`config.mk`:
```
export PLATFORM = sky130hd
export DESIGN_NAME = ring_init_loader
export DESIGN_NICKNAME = d
export VERILOG_FILES = /design/src/rtl/ril_pkg.sv /design/src/rtl/ril_unpack.sv /design/src/rtl/ril_fetch_seq.sv /design/src/rtl/ril_host_regs.sv /design/src/rtl/ring_init_loader.sv
export SDC_FILE = /design/constraint.sdc
export NUM_CORES = 1
export LEC_CHECK = 0
export ABC_AREA = 1
export BUFFER_PORTS_ARGS = -buffer_cell sky130_fd_sc_hd__buf_2
export CAP_MARGIN = 20
export CORE_ASPECT_RATIO = 1.2
export CORE_MARGIN = 2
export CORE_UTILIZATION = 30
export DETAILED_ROUTE_END_ITERATION = 8
export GPL_ROUTABILITY_DRIVEN = 0
export GPL_TIMING_DRIVEN = 0
export PLACE_DENSITY = 0.52
export SLEW_MARGIN = 20
export SYNTH_ARGS = -nofsm -noshare
export SYNTH_HDL_FRONTEND = slang
export SYNTH_SLANG_ARGS = --single-unit
```
`constraint.sdc`:
```
create_clock -name clk -period 7.5 [get_ports clk]
set_clock_uncertainty 0.2 [all_clocks]
set_input_delay 0.375 -clock clk [delete_from_list [all_inputs] [get_ports clk]]
set_output_delay 0.375 -clock clk [all_outputs]
set_load 0.01 [all_outputs]
```
`src/rtl/ril_pkg.sv`:
```
package ril_pkg;
  localparam int DW     = 32;
  localparam int HW     = 16;
  localparam int MODE_W = 16;
  localparam int STA_W  = 48;
  localparam int FLT_W  = 64;
  localparam int LEN_W  = 4;
  localparam int AW     = 4;
  localparam int NW16   = 6;
  localparam int NW32   = 7;
  localparam int IDX_W  = $clog2(NW32);
  localparam int STA_SL = STA_W / HW;
  localparam int FLT_SL = FLT_W / DW;

  localparam logic [AW-1:0] RA_CSR     = 4'd0;
  localparam logic [AW-1:0] RA_BASE_LO = 4'd1;
  localparam logic [AW-1:0] RA_BASE_HI = 4'd2;
  localparam logic [AW-1:0] RA_WIDTH   = 4'd3;
  localparam logic [AW-1:0] RA_MODE    = 4'd4;
  localparam logic [AW-1:0] RA_STA_LO  = 4'd5;
  localparam logic [AW-1:0] RA_STA_HI  = 4'd6;
  localparam logic [AW-1:0] RA_FLT_LO  = 4'd7;
  localparam logic [AW-1:0] RA_FLT_HI  = 4'd8;
  localparam logic [AW-1:0] RA_RXB     = 4'd9;
  localparam logic [AW-1:0] RA_TXB     = 4'd10;
  localparam logic [AW-1:0] RA_LENS    = 4'd11;

  localparam int CB_INIT  = 0;
  localparam int CB_START = 1;
  localparam int CB_IE    = 2;
  localparam int CB_DONE  = 3;
  localparam int CB_STOP  = 4;
  localparam int CB_BUSY  = 4;
  localparam int CB_TXON  = 5;
  localparam int CB_RXON  = 6;

  typedef struct packed {
    logic [MODE_W-1:0] mode;
    logic [STA_W-1:0]  sta;
    logic [FLT_W-1:0]  flt;
    logic [DW-1:0]     rxb;
    logic [DW-1:0]     txb;
    logic [LEN_W-1:0]  rxl;
    logic [LEN_W-1:0]  txl;
  } cfg_t;

  typedef struct packed {
    logic              mode;
    logic [STA_SL-1:0] sta;
    logic [FLT_SL-1:0] flt;
    logic              rxb;
    logic              txb;
    logic              rxl;
    logic              txl;
  } cfg_en_t;

  typedef enum logic [1:0] {S_IDLE, S_REQ, S_WAIT} seq_st_t;
endpackage

```
`src/rtl/ril_unpack.sv`:
```
module ril_unpack
  import ril_pkg::*;
(
  input  logic             load,
  input  logic             wide,
  input  logic [IDX_W-1:0] idx,
  input  logic [DW-1:0]    dat,
  output cfg_t             upd,
  output cfg_en_t          en
);
  logic [HW-1:0] lo, hi;
  assign lo = dat[HW-1:0];
  assign hi = dat[DW-1:HW];

  always_comb begin
    upd = '0;
    en  = '0;
    if (load) begin
      if (!wide) begin
        case (idx)
          3'd0: begin
            upd.mode = lo;        en.mode = 1'b1;
            upd.sta[15:0] = hi;   en.sta[0] = 1'b1;
          end
          3'd1: begin upd.sta[47:16] = dat; en.sta[2:1] = 2'b11; end
          3'd2: begin upd.flt[31:0]  = dat; en.flt[0] = 1'b1; end
          3'd3: begin upd.flt[63:32] = dat; en.flt[1] = 1'b1; end
          3'd4: begin
            upd.rxb = {8'h00, hi[7:0], lo}; en.rxb = 1'b1;
            upd.rxl = hi[15:12];            en.rxl = 1'b1;
          end
          3'd5: begin
            upd.txb = {8'h00, hi[7:0], lo}; en.txb = 1'b1;
            upd.txl = hi[15:12];            en.txl = 1'b1;
          end
          default: ;
        endcase
      end else begin
        case (idx)
          3'd0: begin
            upd.mode = lo;          en.mode = 1'b1;
            upd.rxl  = dat[23:20];  en.rxl  = 1'b1;
            upd.txl  = dat[31:28];  en.txl  = 1'b1;
          end
          3'd1: begin upd.sta[31:0]  = dat; en.sta[1:0] = 2'b11; end
          3'd2: begin upd.sta[47:32] = lo;  en.sta[2] = 1'b1; end
          3'd3: begin upd.flt[31:0]  = dat; en.flt[0] = 1'b1; end
          3'd4: begin upd.flt[63:32] = dat; en.flt[1] = 1'b1; end
          3'd5: begin upd.rxb = dat; en.rxb = 1'b1; end
          3'd6: begin upd.txb = dat; en.txb = 1'b1; end
          default: ;
        endcase
      end
    end
  end
endmodule

```
`src/rtl/ril_fetch_seq.sv`:
```
module ril_fetch_seq
  import ril_pkg::*;
(
  input  logic             clk,
  input  logic             rst_n,
  input  logic             init_req,
  input  logic [DW-1:0]    base,
  input  logic             wide,
  output logic             mem_req_valid,
  input  logic             mem_req_ready,
  output logic [DW-1:0]    mem_req_addr,
  input  logic             mem_rsp_valid,
  output logic             mem_rsp_ready,
  output logic             load_en,
  output logic [IDX_W-1:0] idx,
  output logic             wide_q,
  output logic             busy,
  output logic             accept,
  output logic             done_pulse
);
  seq_st_t          st_q;
  logic             tick_q, pend_q;
  logic [DW-1:0]    base_q;
  logic [IDX_W-1:0] last;

  assign last          = wide_q ? IDX_W'(NW32 - 1) : IDX_W'(NW16 - 1);
  assign busy          = pend_q | (st_q != S_IDLE);
  assign accept        = init_req & ~busy;
  assign mem_req_valid = (st_q == S_REQ) & tick_q;
  assign mem_req_addr  = base_q + {{(DW-IDX_W-2){1'b0}}, idx, 2'b00};
  assign mem_rsp_ready = (st_q == S_WAIT) & tick_q;
  assign load_en       = mem_rsp_ready & mem_rsp_valid;
  assign done_pulse    = load_en & (idx == last);

  always_ff @(posedge clk) begin
    if (!rst_n) begin
      st_q   <= S_IDLE;
      tick_q <= 1'b0;
      pend_q <= 1'b0;
      base_q <= '0;
      wide_q <= 1'b0;
      idx    <= '0;
    end else begin
      tick_q <= ~tick_q;
      if (accept) begin
        pend_q <= 1'b1;
        base_q <= base;
        wide_q <= wide;
      end
      case (st_q)
        S_IDLE: if (pend_q && tick_q) begin
          st_q   <= S_REQ;
          idx    <= '0;
          pend_q <= 1'b0;
        end
        S_REQ: if (mem_req_valid && mem_req_ready) st_q <= S_WAIT;
        S_WAIT: if (load_en) begin
          if (done_pulse) st_q <= S_IDLE;
          else begin
            idx  <= idx + 1'b1;
            st_q <= S_REQ;
          end
        end
        default: st_q <= S_IDLE;
      endcase
    end
  end
endmodule

```
`src/rtl/ril_host_regs.sv`:
```
module ril_host_regs
  import ril_pkg::*;
(
  input  logic          clk,
  input  logic          rst_n,
  input  logic          we,
  input  logic [AW-1:0] addr,
  input  logic [DW-1:0] wdata,
  output logic [DW-1:0] rdata,
  input  cfg_t          upd,
  input  cfg_en_t       en,
  input  logic          accept,
  input  logic          done_pulse,
  input  logic          busy,
  output logic          init_req,
  output logic [DW-1:0] base,
  output logic          wide,
  output logic          tx_en,
  output logic          rx_en,
  output logic          irq,
  output logic          done_q,
  output logic          ie_q
);
  logic             csr_we;
  logic             start_q, fetched_q;
  logic [HW-1:0]    blo_q, bhi_q;
  logic [MODE_W-1:0] mode_q;
  logic [HW-1:0]    sta_q [STA_SL];
  logic [DW-1:0]    flt_q [FLT_SL];
  logic [DW-1:0]    rxb_q, txb_q;
  logic [LEN_W-1:0] rxl_q, txl_q;

  assign csr_we   = we && (addr == RA_CSR);
  assign init_req = csr_we && wdata[CB_INIT];
  assign base     = {bhi_q, blo_q};
  assign tx_en    = start_q & fetched_q & ~mode_q[1];
  assign rx_en    = start_q & fetched_q & ~mode_q[0];
  assign irq      = done_q & ie_q;

  always_ff @(posedge clk) begin
    if (!rst_n) begin
      start_q <= 1'b0; fetched_q <= 1'b0; done_q <= 1'b0; ie_q <= 1'b0;
      blo_q <= '0; bhi_q <= '0; wide <= 1'b0;
      mode_q <= '0; rxb_q <= '0; txb_q <= '0; rxl_q <= '0; txl_q <= '0;
    end else begin
      if (csr_we) begin
        ie_q    <= wdata[CB_IE];
        start_q <= (start_q | wdata[CB_START]) & ~wdata[CB_STOP];
      end
      if (done_pulse) done_q <= 1'b1;
      else if (csr_we && wdata[CB_DONE]) done_q <= 1'b0;
      if (accept) fetched_q <= 1'b0;
      else if (done_pulse) fetched_q <= 1'b1;
      if (we && addr == RA_BASE_LO) blo_q <= wdata[HW-1:0];
      if (we && addr == RA_BASE_HI) bhi_q <= wdata[HW-1:0];
      if (we && addr == RA_WIDTH)   wide  <= wdata[0];
      if (en.mode) mode_q <= upd.mode;
      else if (we && addr == RA_MODE) mode_q <= wdata[MODE_W-1:0];
      if (en.rxb) rxb_q <= upd.rxb;
      else if (we && addr == RA_RXB) rxb_q <= wdata;
      if (en.txb) txb_q <= upd.txb;
      else if (we && addr == RA_TXB) txb_q <= wdata;
      if (en.rxl) rxl_q <= upd.rxl;
      else if (we && addr == RA_LENS) rxl_q <= wdata[LEN_W-1:0];
      if (en.txl) txl_q <= upd.txl;
      else if (we && addr == RA_LENS) txl_q <= wdata[2*LEN_W-1:LEN_W];
    end
  end

  for (genvar i = 0; i < STA_SL; i++) begin : g_sta
    logic hw_sel;
    assign hw_sel = we && (addr == ((i < 2) ? RA_STA_LO : RA_STA_HI));
    always_ff @(posedge clk) begin
      if (!rst_n) sta_q[i] <= '0;
      else if (en.sta[i]) sta_q[i] <= upd.sta[i*HW +: HW];
      else if (hw_sel) sta_q[i] <= wdata[(i%2)*HW +: HW];
    end
  end

  for (genvar j = 0; j < FLT_SL; j++) begin : g_flt
    logic hw_sel;
    assign hw_sel = we && (addr == ((j == 0) ? RA_FLT_LO : RA_FLT_HI));
    always_ff @(posedge clk) begin
      if (!rst_n) flt_q[j] <= '0;
      else if (en.flt[j]) flt_q[j] <= upd.flt[j*DW +: DW];
      else if (hw_sel) flt_q[j] <= wdata;
    end
  end

  always_comb begin
    rdata = '0;
    case (addr)
      RA_CSR: begin
        rdata[CB_START] = start_q;
        rdata[CB_IE]    = ie_q;
        rdata[CB_DONE]  = done_q;
        rdata[CB_BUSY]  = busy;
        rdata[CB_TXON]  = tx_en;
        rdata[CB_RXON]  = rx_en;
      end
      RA_BASE_LO: rdata[HW-1:0] = blo_q;
      RA_BASE_HI: rdata[HW-1:0] = bhi_q;
      RA_WIDTH:   rdata[0] = wide;
      RA_MODE:    rdata[MODE_W-1:0] = mode_q;
      RA_STA_LO:  rdata = {sta_q[1], sta_q[0]};
      RA_STA_HI:  rdata[HW-1:0] = sta_q[2];
      RA_FLT_LO:  rdata = flt_q[0];
      RA_FLT_HI:  rdata = flt_q[1];
      RA_RXB:     rdata = rxb_q;
      RA_TXB:     rdata = txb_q;
      RA_LENS:    rdata[2*LEN_W-1:0] = {txl_q, rxl_q};
      default:    rdata = '0;
    endcase
  end
endmodule

```
`src/rtl/ring_init_loader.sv`:
```
module ring_init_loader
  import ril_pkg::*;
(
  input  logic          clk,
  input  logic          rst_n,
  input  logic          host_we,
  input  logic [3:0]    host_addr,
  input  logic [31:0]   host_wdata,
  output logic [31:0]   host_rdata,
  output logic          mem_req_valid,
  input  logic          mem_req_ready,
  output logic [31:0]   mem_req_addr,
  input  logic          mem_rsp_valid,
  output logic          mem_rsp_ready,
  input  logic [31:0]   mem_rsp_data,
  output logic          tx_enable,
  output logic          rx_enable,
  output logic          irq
);
  cfg_t             upd_w;
  cfg_en_t          en_w;
  logic             load_w, wide_q_w, busy_w, accept_w, done_p_w;
  logic             init_w, wide_w, done_w, ie_w;
  logic [IDX_W-1:0] idx_w;
  logic [DW-1:0]    base_w;

  ril_fetch_seq u_seq (
    .clk(clk), .rst_n(rst_n), .init_req(init_w), .base(base_w), .wide(wide_w),
    .mem_req_valid(mem_req_valid), .mem_req_ready(mem_req_ready),
    .mem_req_addr(mem_req_addr), .mem_rsp_valid(mem_rsp_valid),
    .mem_rsp_ready(mem_rsp_ready), .load_en(load_w), .idx(idx_w),
    .wide_q(wide_q_w), .busy(busy_w), .accept(accept_w), .done_pulse(done_p_w)
  );

  ril_unpack u_unpack (
    .load(load_w), .wide(wide_q_w), .idx(idx_w), .dat(mem_rsp_data),
    .upd(upd_w), .en(en_w)
  );

  ril_host_regs u_regs (
    .clk(clk), .rst_n(rst_n), .we(host_we), .addr(host_addr),
    .wdata(host_wdata), .rdata(host_rdata), .upd(upd_w), .en(en_w),
    .accept(accept_w), .done_pulse(done_p_w), .busy(busy_w),
    .init_req(init_w), .base(base_w), .wide(wide_w), .tx_en(tx_enable),
    .rx_en(rx_enable), .irq(irq), .done_q(done_w), .ie_q(ie_w)
  );
endmodule

```
==> results of run 1 <==
Yosys cell counts, types with 9 or more instances:
| master | count | area share (%) |
|---|---|---|
| buf_4 | 9 | 0.45 |
| nand3b_1 | 10 | 0.50 |
| o21ai_0 | 178 | 5.9 |
| nand3_1 | 138 | 4.6 |
| ha_1 | 11 | 0.91 |
| inv_1 | 157 | 3.9 |
| buf_2 | 58 | 1.9 |
| buf_1 | 11 | 0.27 |
| dfxtp_1 | 165 | 22 |
| nor3_1 | 41 | 1.4 |
| nand4_1 | 14 | 0.58 |
| a21oi_1 | 191 | 6.4 |
| o22ai_1 | 44 | 1.8 |
| xor2_1 | 15 | 0.87 |
| nor2_1 | 141 | 3.5 |
| inv_2 | 10 | 0.25 |
| nand2_1 | 703 | 18 |
| nor2_2 | 11 | 0.46 |
| o21ai_1 | 34 | 1.1 |
| edfxtp_1 | 112 | 22 |
| clkbuf_1 | 41 | 1.0 |
cell type report:
| cell class | count | share of cell area (%) |
|---|---|---|
| inverter | 168 | 3.49 |
| clock inverter | 14 | 0.682 |
| clock buffer | 48 | 5.49 |
| sequential | 277 | 36.7 |
| buffer | 120 | 3.07 |
| timing repair buffer | 185 | 6.44 |
| tap | 637 | 4.39 |
| multi-input combinational | 1567 | 39.7 |
power breakdown:
group | switching (mW) | internal (mW)
clock | 0.704 | 0.973
combinational | 0.282 | 0.103
sequential | 0.0276 | 1.62
total | 1.01 | 2.69
path summary, 6_finish.rpt:
check	to	slack [ns]	depth (start not counted)
worst max register to register	u_regs.sta_q[2][0]$_SDFFCE_PN0P_	3.79	10
worst min register to register	u_regs.mode_q[13]$_SDFFE_PN0P_	0.27	2
worst min-delay path	u_regs.flt_q[1][19]$_SDFFCE_PN0P_	0.01	3
worst max-delay path	u_regs.sta_q[2][0]$_SDFFCE_PN0P_	3.79	10
metrics by stage:
stage               instance area [sq um]  power [mW]
global route                        18200        3.80
detailed placement                  16600        2.04
finish                              18200        3.71
CTS                                 18200        3.71
global placement                    16500        2.03
floorplan                           15100        1.86
metal layers:
metal  vias up  GRT usage, %  wire [um]  share of wire [%]
met5         -             0         10              0.015
met4         2          13.2       3640                5.3
met3       193          4.00       5700                8.3
met2       865          43.6      32200                 47
met1      7606          32.0      27200                 40
li1       7469             -          -                  -
logic make-up (layout without fill, tap and decap cells):
logic type | count (synthesis) | in the layout | synth area share, %
DFF | 277 | 277 | 44.3
AOI/OAI and AO/OA | 458 | 458 | 15.9
xor gates and xnor gates | 18 | 18 | 1.05
adders and majority gates | 12 | 12 | 1.05
buffers and inverters | 288 | 535 | 7.91
and+or+nand+nor | 1079 | 1079 | 29.8
worst reg2reg max path, delay by kind of cell, from the launching register on:
family	cells	cell delay, ns
and+or+nand+nor	4	1.33
buffers and inverters	4	0.68
DFF	1	0.57
adders and majority gates	1	0.27
AOI/OAI and AO/OA	1	0.10
timing repair:
action                                  4_1_cts  5_1_grt
gates resized for setup                       0        0
endpoints found under the hold margin        45        0
hold buffers                                 45        0
endpoints found under the setup margin        0        0
sequential cells by signal, summed over array words and instances, names as in the netlist, 2 cells and up:
register / count
u_regs.bhi_q: 16
u_regs.blo_q: 16
u_regs.flt_q: 64
u_regs.mode_q: 16
u_regs.rxb_q: 32
u_regs.rxl_q: 4
u_regs.sta_q: 48
u_regs.txb_q: 32
u_regs.txl_q: 4
u_seq.base_q: 32
u_seq.idx: 3
u_seq.st_q: 2
==> flow_metrics.tcl, run 1 <==
set metrics [dict create \
    routed_wl_um 68700 \
    area_growth_pct 20.6 \
    clock-sinks 277 \
    slew-limit-headroom_pct 28.6 \
    multi_input_area_sq_mm 0.00721 \
    fin_util_pct 36.8 \
    path_buf_inv 4 \
    final_common_cell "nand2_1" \
    setup_tns_ns 0 \
    fillerInstances 5304 \
    period_share_pct 49.5 \
    grt_pass1_vias 15600 \
    portBuffers 137 \
    hold_slack_ns 0.0113 \
    ys_seq_area_share_pct 44.3 \
    synth_nets 2217 \
    synth_cell_types 38 \
    start_kind "register" \
    crit_required_ns 7.29 \
    critical_path_class "reg -> reg" \
    rsz0062_at_grt "false" \
    cp_common_cell "nand2_2" \
    grt-ovfl-total 0 \
    maxCapViolCount 0 \
    powerDensity_mw_per_mm2 204 \
    core_sq_mm 0.0493 \
    synth-seq-cells 277 \
    clockBufferDepth 3 \
    place_worst_setup_slack_ns 3.82 \
    worstSetupStartpoint "u_seq.idx[0]$_SDFFE_PN0P_" \
    final_max_slew_viol_count 0 \
    syn_area_sq_mm 0.0151 \
    worst_pin_slew_ns 1.07 \
    worstHoldStart "mem_rsp_data[19]" \
    htree_levels 2 \
    end_kind "register" \
    dieArea_sq_mm 0.0520 \
    post-cts-setup-buffer-count 0 \
    start_util_pct 30.5 \
    max_freq_ghz 0.269 \
    seqCellArea_sq_mm 0.00667 \
    final_cell_mix "nand2_1 (703), buf_2 (195), a21oi_1 (191), o21ai_0 (178), dfxtp_1 (165)" \
    min_path_type "in -> reg" \
    clk_latency_ns 0.55 \
    die_y_um 249 \
    drtIter0Drc 1624 \
    synthCells 2132 \
    synth_flop_cell "dfxtp_1" \
    postRouteAntennaNets 0 \
    r2r_start "u_seq.idx[0]$_SDFFE_PN0P_" \
    cp_slowest_stage_delay_ns 0.81 \
    crit_family "simple AND/OR/NAND/NOR gates" \
    crit_fanout 16 \
    synth-edff-count 112 \
    groute.usage.overall_pct 25.9 \
    dieWidth_um 208 \
    ys_warn_count 0 \
    outcome "complete, no violations" \
    place_inst 2909 \
    power_leakage_nw 7.86 \
    antenna_found_initial 1 \
    wire_per_inst_um 22.8 \
    finalSetupViolations 0 \
    finalNetCount 2438 \
    fin_cells 3016 \
    first_pass_iters 6 \
    cts_tree "done" \
    grt_max_degree 33 \
    synth-async-reset-ratio_pct 0 \
    drive_above_1_share_pct 12.9 \
    vias 16100 \
    row_count 89 \
    num_io_pins 142 \
    critPathSlowestCell "nand3_1" \
    grt_pass1_wl_um 100000 \
    antenna_cells 0 \
    ir_drop_mv 0.174 \
    final.setup.worst_slack_ns 3.79 \
    root_buffer "clkbuf_16" \
    via_per_inst 5.35 \
    fin_crit_ns 3.71 \
    clk_pin_slew_ns 0.06 \
    syn_avg_cell_area_sq_um 7.06 \
    cp_cell_sequence "ha_1 > inv_1 > nor2_1 > buf_4 > o21ai_1 > inv_2 > nand2_2 > nand2_2 > buf_2 > nand3_1" \
    drc_errors 0 \
    cts-buffers-inserted 34 \
    hold_violations 0 \
    dp_hpwl_um 52400 \
    crit_arrival_ns 3.50 \
]
Note: power is estimated with default switching activity, not from simulation.
==> run 2: changes to the inputs <==
==> constraint.sdc (replaced) <==
create_clock -name clk -period 3.85 [get_ports clk]
set_clock_uncertainty 0.2 [all_clocks]
set_input_delay 0.1925 -clock clk [delete_from_list [all_inputs] [get_ports clk]]
set_output_delay 0.1925 -clock clk [all_outputs]
set_load 0.01 [all_outputs]
==> run 2 against run 1 <==
Compared with the run above:
- routed wire length increased by 0.43%
- total power is 95% higher
- sequential share of layout area is 0.88 points lower
- die area stayed put
- non-clock buffer count is 44 higher
- final cell count grew 1.5%
==> flow_metrics.tcl, run 2 (same netlist as run 1, synthesis figures left out) <==
set metrics [dict create \
    reg2regPathDepth 10 \
    clk_latency_ns 0.55 \
    via_per_inst 5.35 \
    final_cell_mix "nand2_1 (703), buf_2 (195), a21oi_1 (191), o21ai_0 (178), dfxtp_1 (165)" \
    crit_family "simple AND/OR/NAND/NOR gates" \
    rrSetupSlack_ns 0.33 \
    final.setup.worst_slack_ns 0.332 \
    fillerInstances 5269 \
    postRouteAntennaNets 0 \
    root_buffer "clkbuf_16" \
    antenna_found_initial 1 \
    cts-buffers-inserted 34 \
    fin_util_pct 37.7 \
    setup_tns_ns 0 \
    largest_register_ffs 64 \
    powerDensity_mw_per_mm2 389 \
    worstHoldStart "host_we" \
    critical_path_class "reg -> reg" \
    cts_tree "done" \
    period_share_pct 91.4 \
    wire_per_inst_um 22.5 \
    max_freq_ghz 0.284 \
    finalNetCount 2482 \
    grt-ovfl-total 0 \
    crit_required_ns 3.65 \
    ir_drop_mv 0.344 \
    dieWidth_um 208 \
    start_kind "register" \
    finalSetupViolations 0 \
    core_sq_mm 0.0493 \
    clk_pin_slew_ns 0.06 \
    die_y_um 249 \
    cp_slowest_stage_delay_ns 0.77 \
    clock-sinks 277 \
    cp_cell_sequence "inv_1 > ha_1 > inv_1 > nor2_1 > nand2_1 > nand2_1 > nand2_2 > nand3_2 > buf_2 > nand3_1" \
    fin_cells 3060 \
    power_leakage_nw 8.10 \
    end_kind "register" \
    final_common_cell "nand2_1" \
    dp_hpwl_um 52400 \
    post-cts-setup-buffer-count 0 \
    drtIter0Drc 1677 \
    first_pass_iters 7 \
    reg_top3 "u_regs.flt_q: 64 flops, u_regs.sta_q: 48 flops" \
    place_inst 2909 \
    min_path_type "in -> reg" \
    worst_pin_slew_ns 1.03 \
    crit_arrival_ns 3.32 \
    antenna_cells 0 \
    final_max_slew_viol_count 0 \
    path_buf_inv 3 \
    rsz0062_at_grt "false" \
    start_util_pct 30.5 \
    clockBufferDepth 3 \
    grt_pass1_wl_um 101000 \
    outcome "complete, no violations" \
    regMostFlops "u_regs.flt_q" \
    row_count 89 \
    timing.rr.end "u_regs.sta_q[0][6]$_DFFE_PP_" \
    drc_errors 0 \
    htree_levels 2 \
    maxCapViolCount 0 \
    critPathSlowestCell "nand3_1" \
    drive_above_1_share_pct 12.7 \
    place_worst_setup_slack_ns 0.207 \
    grt_max_degree 33 \
    r2r_start "u_seq.idx[1]$_SDFFE_PN0P_" \
    groute.usage.overall_pct 25.9 \
    crit_fanout 16 \
    dieArea_sq_mm 0.0520 \
    portBuffers 137 \
    min_to "u_regs.ie_q$_SDFFE_PN0N_" \
    slew-limit-headroom_pct 30.9 \
    hold_violations 0 \
    grt_pass1_vias 15800 \
    num_io_pins 142 \
    holdPathStages 4 \
    fin_crit_ns 3.52 \
    vias 16400 \
    routed_wl_um 69000 \
    area_growth_pct 23.5 \
]
==> run 2: changes by cell type in the layout (fill, tap and decap cells not counted), sizes merged <==
cell,delta
dlygate4sd3,+44
==> run 2: area by class of cell <==
class	count	area, sq um	area share [%]
inverters	168	633	3.40
well taps	637	797	4.29
flip-flops and latches	277	6670	35.8
plain buffers	120	558	3.00
repair buffers	229	1610	8.66
clock inverters	14	124	0.666
multi-input cells	1567	7210	38.8
clock buffers	48	996	5.36
==> run 2: layer usage <==
metal / vias to the layer above / global-route usage, % / part of all wire [%]
li1: 7561 / - / -
met1: 7687 / 31.9 / 39
met2: 939 / 43.8 / 47
met3: 195 / 4.00 / 8.6
met4: 2 / 13.2 / 5.3
met5: - / 0 / 0.015
==> run 2: worst max-delay path by stage <==
stage	from	endpoint	slack, ns	cells after the start
global placement	u_seq.idx[1]$_SDFFE_PN0P_	u_regs.flt_q[0][9]$_DFFE_PP_	-0.77	8
global route	u_seq.idx[1]$_SDFFE_PN0P_	u_regs.sta_q[1][8]$_DFFE_PP_	0.14	9
detailed placement	u_seq.idx[1]$_SDFFE_PN0P_	u_regs.sta_q[2][12]$_SDFFCE_PN0P_	0.21	11
finish	u_seq.idx[1]$_SDFFE_PN0P_	u_regs.sta_q[0][6]$_DFFE_PP_	0.33	10
floorplan	u_seq.idx[1]$_SDFFE_PN0P_	u_regs.flt_q[1][0]$_SDFFCE_PN0P_	0.89	7
CTS	u_seq.idx[1]$_SDFFE_PN0P_	u_regs.sta_q[2][4]$_SDFFCE_PN0P_	0.17	11
==> run 2: where the power goes <==
group          internal, mW  total [mW]  switching (mW)
registers              3.15        3.20          0.0533
logic                 0.219       0.773           0.554
clock network          1.89        3.26            1.37
total                  5.26        7.24            1.98
==> run 2: metrics by stage <==
| step | total power, mW | hold slack [ns] | area, sq um |
|---|---|---|---|
| global placement | 3.95 | 0.256 | 16500 |
| finish | 7.24 | 0.0184 | 18600 |
| detailed placement | 3.97 | 0.261 | 16600 |
| global route | 7.42 | 0.0323 | 18600 |
| CTS | 7.25 | 0.00735 | 18600 |
| floorplan | 3.62 | 0.137 | 15100 |
==> run 2: worst reg2reg max path, stage by stage (launching register included) <==
cell	delay [ns]
dfxtp_1	0.46
inv_1	0.17
ha_1	0.21
inv_1	0.06
nor2_1	0.18
nand2_1	0.20
nand2_1	0.13
nand2_2	0.09
nand3_2	0.19
buf_2	0.32
nand3_1	0.77
==> run 2: what timing repair did <==
item / CTS / global route
endpoints found under the setup margin: 0 / 16
endpoints found under the hold margin: 192 / 0
gates resized for setup: 0 / 1
hold buffers: 89 / 0
